--- src/rtl/sertx_pkg.sv ---
package sertx_pkg;
  // Strobes issued by the control unit to the datapath; at most one is set.
  typedef struct packed {
    logic loadData;
    logic loadPreamble;
    logic loadBreak;
    logic shift;
    logic clear;
  } txStrobe_t;
endpackage

--- src/rtl/sertx_ctrl.sv ---
module sertx_ctrl
  import sertx_pkg::*;
#(
  parameter int DATA_BITS = 9,
  localparam int ShW  = DATA_BITS + 3,
  localparam int CntW = $clog2(ShW + 1)
) (
  input  logic      clk,
  input  logic      rstN,
  input  logic      bitTick,
  input  logic      txEnable,
  input  logic      nineBit,
  input  logic      wrValid,
  input  logic      sendBreak,
  output txStrobe_t strb,
  output logic      bufEmpty,
  output logic      txIdle
);
  localparam logic [CntW-1:0] FrameShort = CntW'(DATA_BITS + 1);
  localparam logic [CntW-1:0] FrameLong  = CntW'(DATA_BITS + 2);

  logic            enPrev;
  logic            preamblePend;
  logic            breakPend;
  logic            bufFull;
  logic [CntW-1:0] remCnt;
  logic [CntW-1:0] frameLen;
  logic            atBoundary;

  assign frameLen   = nineBit ? FrameLong : FrameShort;
  assign atBoundary = (remCnt <= CntW'(1));

  always_comb begin
    strb = '0;
    if (!txEnable) begin
      strb.clear = 1'b1;
    end else if (bitTick) begin
      if (!atBoundary)       strb.shift        = 1'b1;
      else if (breakPend)    strb.loadBreak    = 1'b1;
      else if (preamblePend) strb.loadPreamble = 1'b1;
      else if (bufFull)      strb.loadData     = 1'b1;
      else                   strb.clear        = 1'b1;
    end
  end

  always_ff @(posedge clk) begin
    if (!rstN) begin
      enPrev       <= 1'b0;
      preamblePend <= 1'b0;
      breakPend    <= 1'b0;
      bufFull      <= 1'b0;
      remCnt       <= '0;
    end else begin
      enPrev <= txEnable;

      if (!txEnable)              preamblePend <= 1'b0;
      else if (!enPrev)           preamblePend <= 1'b1;
      else if (strb.loadPreamble) preamblePend <= 1'b0;

      if (!txEnable)              breakPend <= 1'b0;
      else if (sendBreak)         breakPend <= 1'b1;
      else if (strb.loadBreak)    breakPend <= 1'b0;

      if (wrValid)                bufFull <= 1'b1;
      else if (strb.loadData)     bufFull <= 1'b0;

      if (strb.clear)             remCnt <= '0;
      else if (strb.loadBreak)    remCnt <= frameLen + CntW'(1);
      else if (strb.loadPreamble || strb.loadData) remCnt <= frameLen;
      else if (strb.shift)        remCnt <= remCnt - CntW'(1);
    end
  end

  assign bufEmpty = !bufFull;
  assign txIdle   = !bufFull && (remCnt == '0) && !breakPend && !preamblePend;


  buf_drain_chk: assert property (@(posedge clk) disable iff (!rstN)
    (strb.loadData && !wrValid) |=> bufEmpty);

  wr_fill_chk: assert property (@(posedge clk) disable iff (!rstN)
    wrValid |=> !bufEmpty);

  rem_clear_chk: assert property (@(posedge clk) disable iff (!rstN)
    !txEnable |=> (remCnt == '0) && !breakPend);

  rem_bound_chk: assert property (@(posedge clk) disable iff (!rstN)
    remCnt <= CntW'(DATA_BITS + 3));
endmodule

--- src/rtl/sertx_dpath.sv ---
module sertx_dpath
  import sertx_pkg::*;
#(
  parameter int DATA_BITS = 9,
  localparam int ShW = DATA_BITS + 3
) (
  input  logic                 clk,
  input  logic                 rstN,
  input  txStrobe_t            strb,
  input  logic                 wrValid,
  input  logic [DATA_BITS-1:0] wrData,
  input  logic                 nineBit,
  output logic                 txLine
);
  logic [DATA_BITS-1:0] bufData;
  logic [ShW-1:0]       shReg;
  logic [ShW-1:0]       dataFrame;

  // Frame image, start bit in bit 0, padded above the stop bit with ones.
  assign dataFrame = nineBit ? {1'b1, 1'b1, bufData, 1'b0}
                             : {3'b111, bufData[DATA_BITS-2:0], 1'b0};

  always_ff @(posedge clk) begin
    if (!rstN) bufData <= '0;
    else if (wrValid) bufData <= wrData;
  end

  always_ff @(posedge clk) begin
    if (!rstN)                  shReg <= '1;
    else if (strb.clear)        shReg <= '1;
    else if (strb.loadBreak)    shReg <= '0;
    else if (strb.loadPreamble) shReg <= '1;
    else if (strb.loadData)     shReg <= dataFrame;
    else if (strb.shift)        shReg <= {1'b1, shReg[ShW-1:1]};
  end

  assign txLine = shReg[0];


  strobe_onehot_chk: assert property (@(posedge clk) disable iff (!rstN)
    $onehot0({strb.loadData, strb.loadPreamble, strb.loadBreak, strb.shift, strb.clear}));

  start_bit_chk: assert property (@(posedge clk) disable iff (!rstN)
    strb.loadData |=> !txLine);

  break_low_chk: assert property (@(posedge clk) disable iff (!rstN)
    strb.loadBreak |=> !txLine);

  idle_high_chk: assert property (@(posedge clk) disable iff (!rstN)
    strb.clear |=> txLine);
endmodule

--- src/rtl/sertx_top.sv ---
module sertx_top
  import sertx_pkg::*;
#(
  parameter int DATA_BITS = 9
) (
  input  logic                 clk,
  input  logic                 rstN,
  input  logic                 bitTick,
  input  logic                 txEnable,
  input  logic                 nineBit,
  input  logic                 wrValid,
  input  logic [DATA_BITS-1:0] wrData,
  input  logic                 sendBreak,
  output logic                 txLine,
  output logic                 bufEmpty,
  output logic                 txIdle
);
  txStrobe_t strb;

  sertx_ctrl #(.DATA_BITS(DATA_BITS)) ctrl_i (
    .clk(clk), .rstN(rstN), .bitTick(bitTick), .txEnable(txEnable),
    .nineBit(nineBit), .wrValid(wrValid), .sendBreak(sendBreak),
    .strb(strb), .bufEmpty(bufEmpty), .txIdle(txIdle)
  );

  sertx_dpath #(.DATA_BITS(DATA_BITS)) dpath_i (
    .clk(clk), .rstN(rstN), .strb(strb), .wrValid(wrValid),
    .wrData(wrData), .nineBit(nineBit), .txLine(txLine)
  );


  idle_line_chk: assert property (@(posedge clk) disable iff (!rstN)
    (txIdle && txEnable) |-> txLine);
endmodule

--- config.mk ---
export PLATFORM = sky130hd
export DESIGN_NAME = sertx_top
export DESIGN_NICKNAME = d
export VERILOG_FILES = /design/src/rtl/sertx_pkg.sv /design/src/rtl/sertx_ctrl.sv /design/src/rtl/sertx_dpath.sv /design/src/rtl/sertx_top.sv
export SDC_FILE = /design/constraint.sdc
export NUM_CORES = 1
export LEC_CHECK = 0
export ABC_AREA = 1
export BUFFER_PORTS_ARGS = -buffer_cell sky130_fd_sc_hd__buf_2
export CORE_MARGIN = 2
export CORE_UTILIZATION = 50
export CTS_CLUSTER_SIZE = 25
export DETAILED_ROUTE_END_ITERATION = 8
export GPL_ROUTABILITY_DRIVEN = 0
export PLACE_DENSITY = 0.78
export SLEW_MARGIN = 5
export SYNTH_ARGS = -nofsm -noshare
export SYNTH_HDL_FRONTEND = slang
export SYNTH_HIERARCHICAL = 1
export SYNTH_SLANG_ARGS = --single-unit
--- constraint.sdc ---
create_clock -name clk -period 1.5 [get_ports clk]
set_input_delay 0.225 -clock clk [delete_from_list [all_inputs] [get_ports clk]]
set_output_delay 0.225 -clock clk [all_outputs]
set_load 0.005 [all_outputs]
# ---- Word level (Yosys, flattened, before mapping)
# Index checks and enable logic that the tools add are counted.
dict set report word_totals {
  regBits 29
  input_bits 16
  elab_cells 55
}
dict set report op_classes {
  addsub 2
  order_cmp 1
  n_eq_ne 1
  mux 29
  bitwise 1
  n_reduce_logical 14
}
# operator count
set ops {}
lappend ops {{2-to-1 mux 12 bit} 4}
lappend ops {{2-to-1 mux 1 bit} 17}
lappend ops {{2-to-1 mux 4 bit} 4}
lappend ops {{2-to-1 mux 10 bit} 1}
lappend ops {{2-to-1 mux 5 bit} 1}
lappend ops {{adder 4 x 1 -> 4 bit, second input constant} 1}
lappend ops {{<= comparator 4 x 1 -> 1 bit, second input constant} 1}
lappend ops {{logical NOT 4 bit} 1}
lappend ops {{nonzero test 2 bit} 2}
lappend ops {{nonzero test 4 bit} 1}
lappend ops {{subtractor 4 x 1 -> 4 bit, second input constant} 1}
lappend ops {{logical AND 1 bit} 3}
lappend ops {{logical NOT 1 bit} 3}
lappend ops {{2-to-1 mux 3 bit} 1}
lappend ops {{nonzero test 3 bit} 1}
lappend ops {{2-to-1 mux 2 bit} 1}
lappend ops {{!= test 2 x 1 -> 1 bit, second input constant} 1}
lappend ops {{AND reduction 2 bit} 1}
lappend ops {{OR reduction 2 bit} 1}
lappend ops {{logical OR 1 bit} 1}
lappend ops {{NOT 1 bit} 1}

# ---- Logic depth before layout (Yosys ltp)
dict set report depth {
  ltp_word 10
  depth_mapped 14
  mapped_depth_nobuf 13
}

# ---- Hierarchy
# Netlist, hierarchy kept.
# mod instances cells_per_inst area_per_inst_um2 seq_area_each_um2
set by_module_without_submodules {}
lappend by_module_without_submodules {sertx_dpath 1 152 1008.5 420.4}
lappend by_module_without_submodules {sertx_ctrl 1 78 553.0 160.2}

# ---- Worst setup path after synthesis
# OpenSTA, ideal clock, no wires.
dict set report synth_path {
  kind {register -> register}
  from {register ctrl_i.remCnt[0]}
  to {register dpath_i.shReg[1]}
  setup_time_ns 0.112
  arrival_ns 1.519
  path_slack_ns -0.130
  path_stages_with_launch 14
  n_path_buf 1
  cell_sequence {dfxtp_1 -> inv_1 -> ha_1 -> inv_1 -> nand2_1 -> nand2_2 -> nor2_4 -> nand2_1 -> inv_1 -> nor2_4 -> a21oi_4 -> buf_4 -> nand2_1 -> nand2_1}
}
# element line
set synth_lines {}
lappend synth_lines {{start: declaration} sertx_ctrl.sv:26} ;# logic [CntW-1:0] remCnt;
lappend synth_lines {{start signal: assignment} sertx_ctrl.sv:68} ;# else if (strb.loadBreak) remCnt <= frameLen + CntW'(1);
lappend synth_lines {{start signal: assignment} sertx_ctrl.sv:69} ;# else if (strb.loadPreamble || strb.loadData) remCnt <= frameLen;
lappend synth_lines {{start signal: assignment} sertx_ctrl.sv:70} ;# else if (strb.shift) remCnt <= remCnt - CntW'(1);
lappend synth_lines {{end signal: assignment} sertx_dpath.sv:33} ;# else if (strb.loadData) shReg <= dataFrame;
lappend synth_lines {{end signal: assignment} sertx_dpath.sv:34} ;# else if (strb.shift) shReg <= {1'b1, shReg[ShW-1:1]};
lappend synth_lines {{end: declaration} sertx_dpath.sv:16} ;# logic [ShW-1:0] shReg;

==> run metrics <==
outcome finished with violations; failing checks negative setup slack; Setup-failing EPs final 17; vias in the first global route 1340; Tmin final 1571 ps; Crit Path Max Fanout 12; hold_buf cts 0; Cell variety after synth 25; antenna cells 0; Worst VDD drop 0.6957 mV; CP cell instances inv_4 -> ha_4 -> inv_4 -> nand2_4 -> nand3_1 -> nor2_4 -> buf_4 -> a21oi_4 -> buf_12 -> nand2_1 -> nand2_1; Avg WL per Cell 12.53 um; final-stage net count 286; Cell Area, Placed 0.001843 sq mm; HPWL after DPL 2354 um; Final Cycle Share 1.047; Synth Cell Area 0.001561 sq mm; Root Driver clkbuf_4; sequential cell area fraction in the yosys report 0.3718; clock buffer depth 2; DRT Wirelength 3773 um; Slowest Stage Delay on Critical Path 360 ps; pin count of the biggest net entering global routing 14; Via-to-Cell Ratio 5.073; antenna violations before repair 0; Layout Cells excl Fill 301; Area growth syn-to-layout 30.37%; CP Launch Point ctrl_i/remCnt[1]; first-pass GRT wire length 5782 um; slack of the critical path -70.52 ps; post-route DRC violation count 0; HP Class in2reg; Starting Density 0.5200; post-route cell area 0.002036 sq mm; filler instances 246; CTS tree done; CP Class reg2reg; GR Overflow Total 0; chip width 59.89 um; IO buf count 18; Synth Instances 230; Finished Core Util 0.6779; Placed Instances 290; multi-input logic area 929.6 sq um; row count 20; Pleak 1.042 nW; Syn Nets 249; routed via count 1527; Layout Skew 19.71 ps; Cell Pwr Density 908.3 mW/mm^2; CP Launch Type flop; Critical Path AT 1800 ps; Worst Tran Pin Value 385.1 ps; Total GRT Usage 0.2170; Slew headroom 0.7426; first-pass iteration count of the detailed router 4; Ports 19; Worst path slowest cell dfxtp_2; worst slack, placed -94.19 ps; nature of the critical path endpoint flop; ANT nets after route 0; endpoints failing hold 0; reg-to-reg startpoint ctrl_i/remCnt[1]; max-slew violations 0; Max Fclk 636.7 MHz; Crit path required time 1730 ps; proportion of layout cells with a drive suffix above 1 0.3396; initial drt markers 81; synth warn 6; worst hold start sendBreak; register area 585.6 sq um; Yosys reg bits 29; clock latency on the worst-skew pair 340 ps; CTS Sinks 29; TritonCTS Buffers 5; core area 0.003003 sq mm; Clock transition at path regs 110 ps; mean post-synth cell area 6.789 sq um; Max-cap violations 0; RSZ-0062 raised after global routing yes; Die Y 59.89 um; die footprint 0.003586 sq mm; H-Tree Depth 2
==> cells in the final DEF, fill, tap and decap left out, drive strengths merged <==
cell,count
clkinvlp,1
clkbuf,7
nand3,25
a21oi,9
buf,35
o21bai,1
dfxtp,29
xor2,1
nor3,3
o21ai,14
inv,32
clkinv,1
nor2,31
o21a,1
xnor2,1
nand2,74
ha,3
==> state kept, by name, indices dropped and copies added (netlist names) <==
signal and count:
ctrl_i/breakPend 1, ctrl_i/bufFull 1, ctrl_i/enPrev 1, ctrl_i/preamblePend 1
ctrl_i/remCnt 4, dpath_i/bufData 9, dpath_i/shReg 12
==> synthesized netlist by cell type (all sizes together) <==
library cell / count / area, sq um
nand2: 74 / 285.3
inv: 32 / 120.1
nor2: 31 / 148.9
dfxtp: 29 / 580.6
nand3: 25 / 125.1
o21ai: 14 / 81.33
a21oi: 9 / 71.32
buf: 5 / 45.04
ha: 3 / 37.54
nor3: 3 / 26.28
clkinv: 1 / 3.750
o21a: 1 / 7.510
o21bai: 1 / 11.26
xnor2: 1 / 8.760
xor2: 1 / 8.760
==> what timing repair did <==
action	CTS	global route
endpoints found under the setup margin	18	19
pin swaps	2	4
gates resized for setup	8	15
buffers inserted	1	2
==> metal layers <==
layer / track usage / share of wire / vias to the layer above
li1: - / - / 786
met1: 0.2756 / 0.43 / 685
met2: 0.3447 / 0.48 / 47
met3: 0.06277 / 0.064 / 9
met4: 0.08571 / 0.024 / 0
met5: 0 / 0 / -
==> report_power, final <==
part / switching, W / internal (W) / leakage, nW
clock network: 0.000301 / 0.000329 / 0.0427
registers: 0.0000264 / 0.000808 / 0.239
logic: 0.000219 / 0.000166 / 0.760
total: 0.000546 / 0.00130 / 1.04
==> through the flow <==
| stage | hold WS (ps) | TNS (ps) | total power, W |
|---|---|---|---|
| floorplan | 342.4 | -120.3 | 0.001083 |
| global placement | 389.3 | -742.2 | 0.001179 |
| detailed placement | 401.2 | -967.6 | 0.001186 |
| CTS | 85.20 | -583.7 | 0.001828 |
| global route | 82.80 | -2215 | 0.001940 |
| finish | 86.19 | -824.2 | 0.001849 |
==> cells by family (layout without fill, tap and decap cells) <==
logic type	Yosys count	after routing	synth area share
buffers and inverters	38	76	0.1082
flip-flops	29	29	0.3718
AO/OA/AOI/OAI	25	25	0.1098
adder cells (fa/ha/maj)	3	3	0.02404
AND/OR/NAND/NOR	133	133	0.3750
XOR/XNOR	2	2	0.01122
==> final timing paths <==
check,to,slack [ps],cells past startpoint
setup / recovery,dpath_i/shReg[9],-70,11
hold / removal,ctrl_i/breakPend,90,3
setup reg to reg,dpath_i/shReg[9],-70,11
hold reg to reg,ctrl_i/preamblePend,400,1
==> critical path, delay by kind of cell, from the launching register on <==
kind / cells / cell delay, ps
DFF: 1 / 360
and+or+nand+nor: 5 / 490
AOI/OAI and AO/OA: 1 / 40
adders and majority gates: 1 / 150
buffers and inverters: 4 / 420
==> cell type report <==
class | count | area share
tap | 33 | 0.02028
inverter | 33 | 0.06699
sequential | 29 | 0.2876
clock buffer | 7 | 0.03749
multi-input combinational | 163 | 0.4567
timing repair buffer | 35 | 0.1272
clock inverter | 1 | 0.003688
Power figures use the tool's default switching activity.
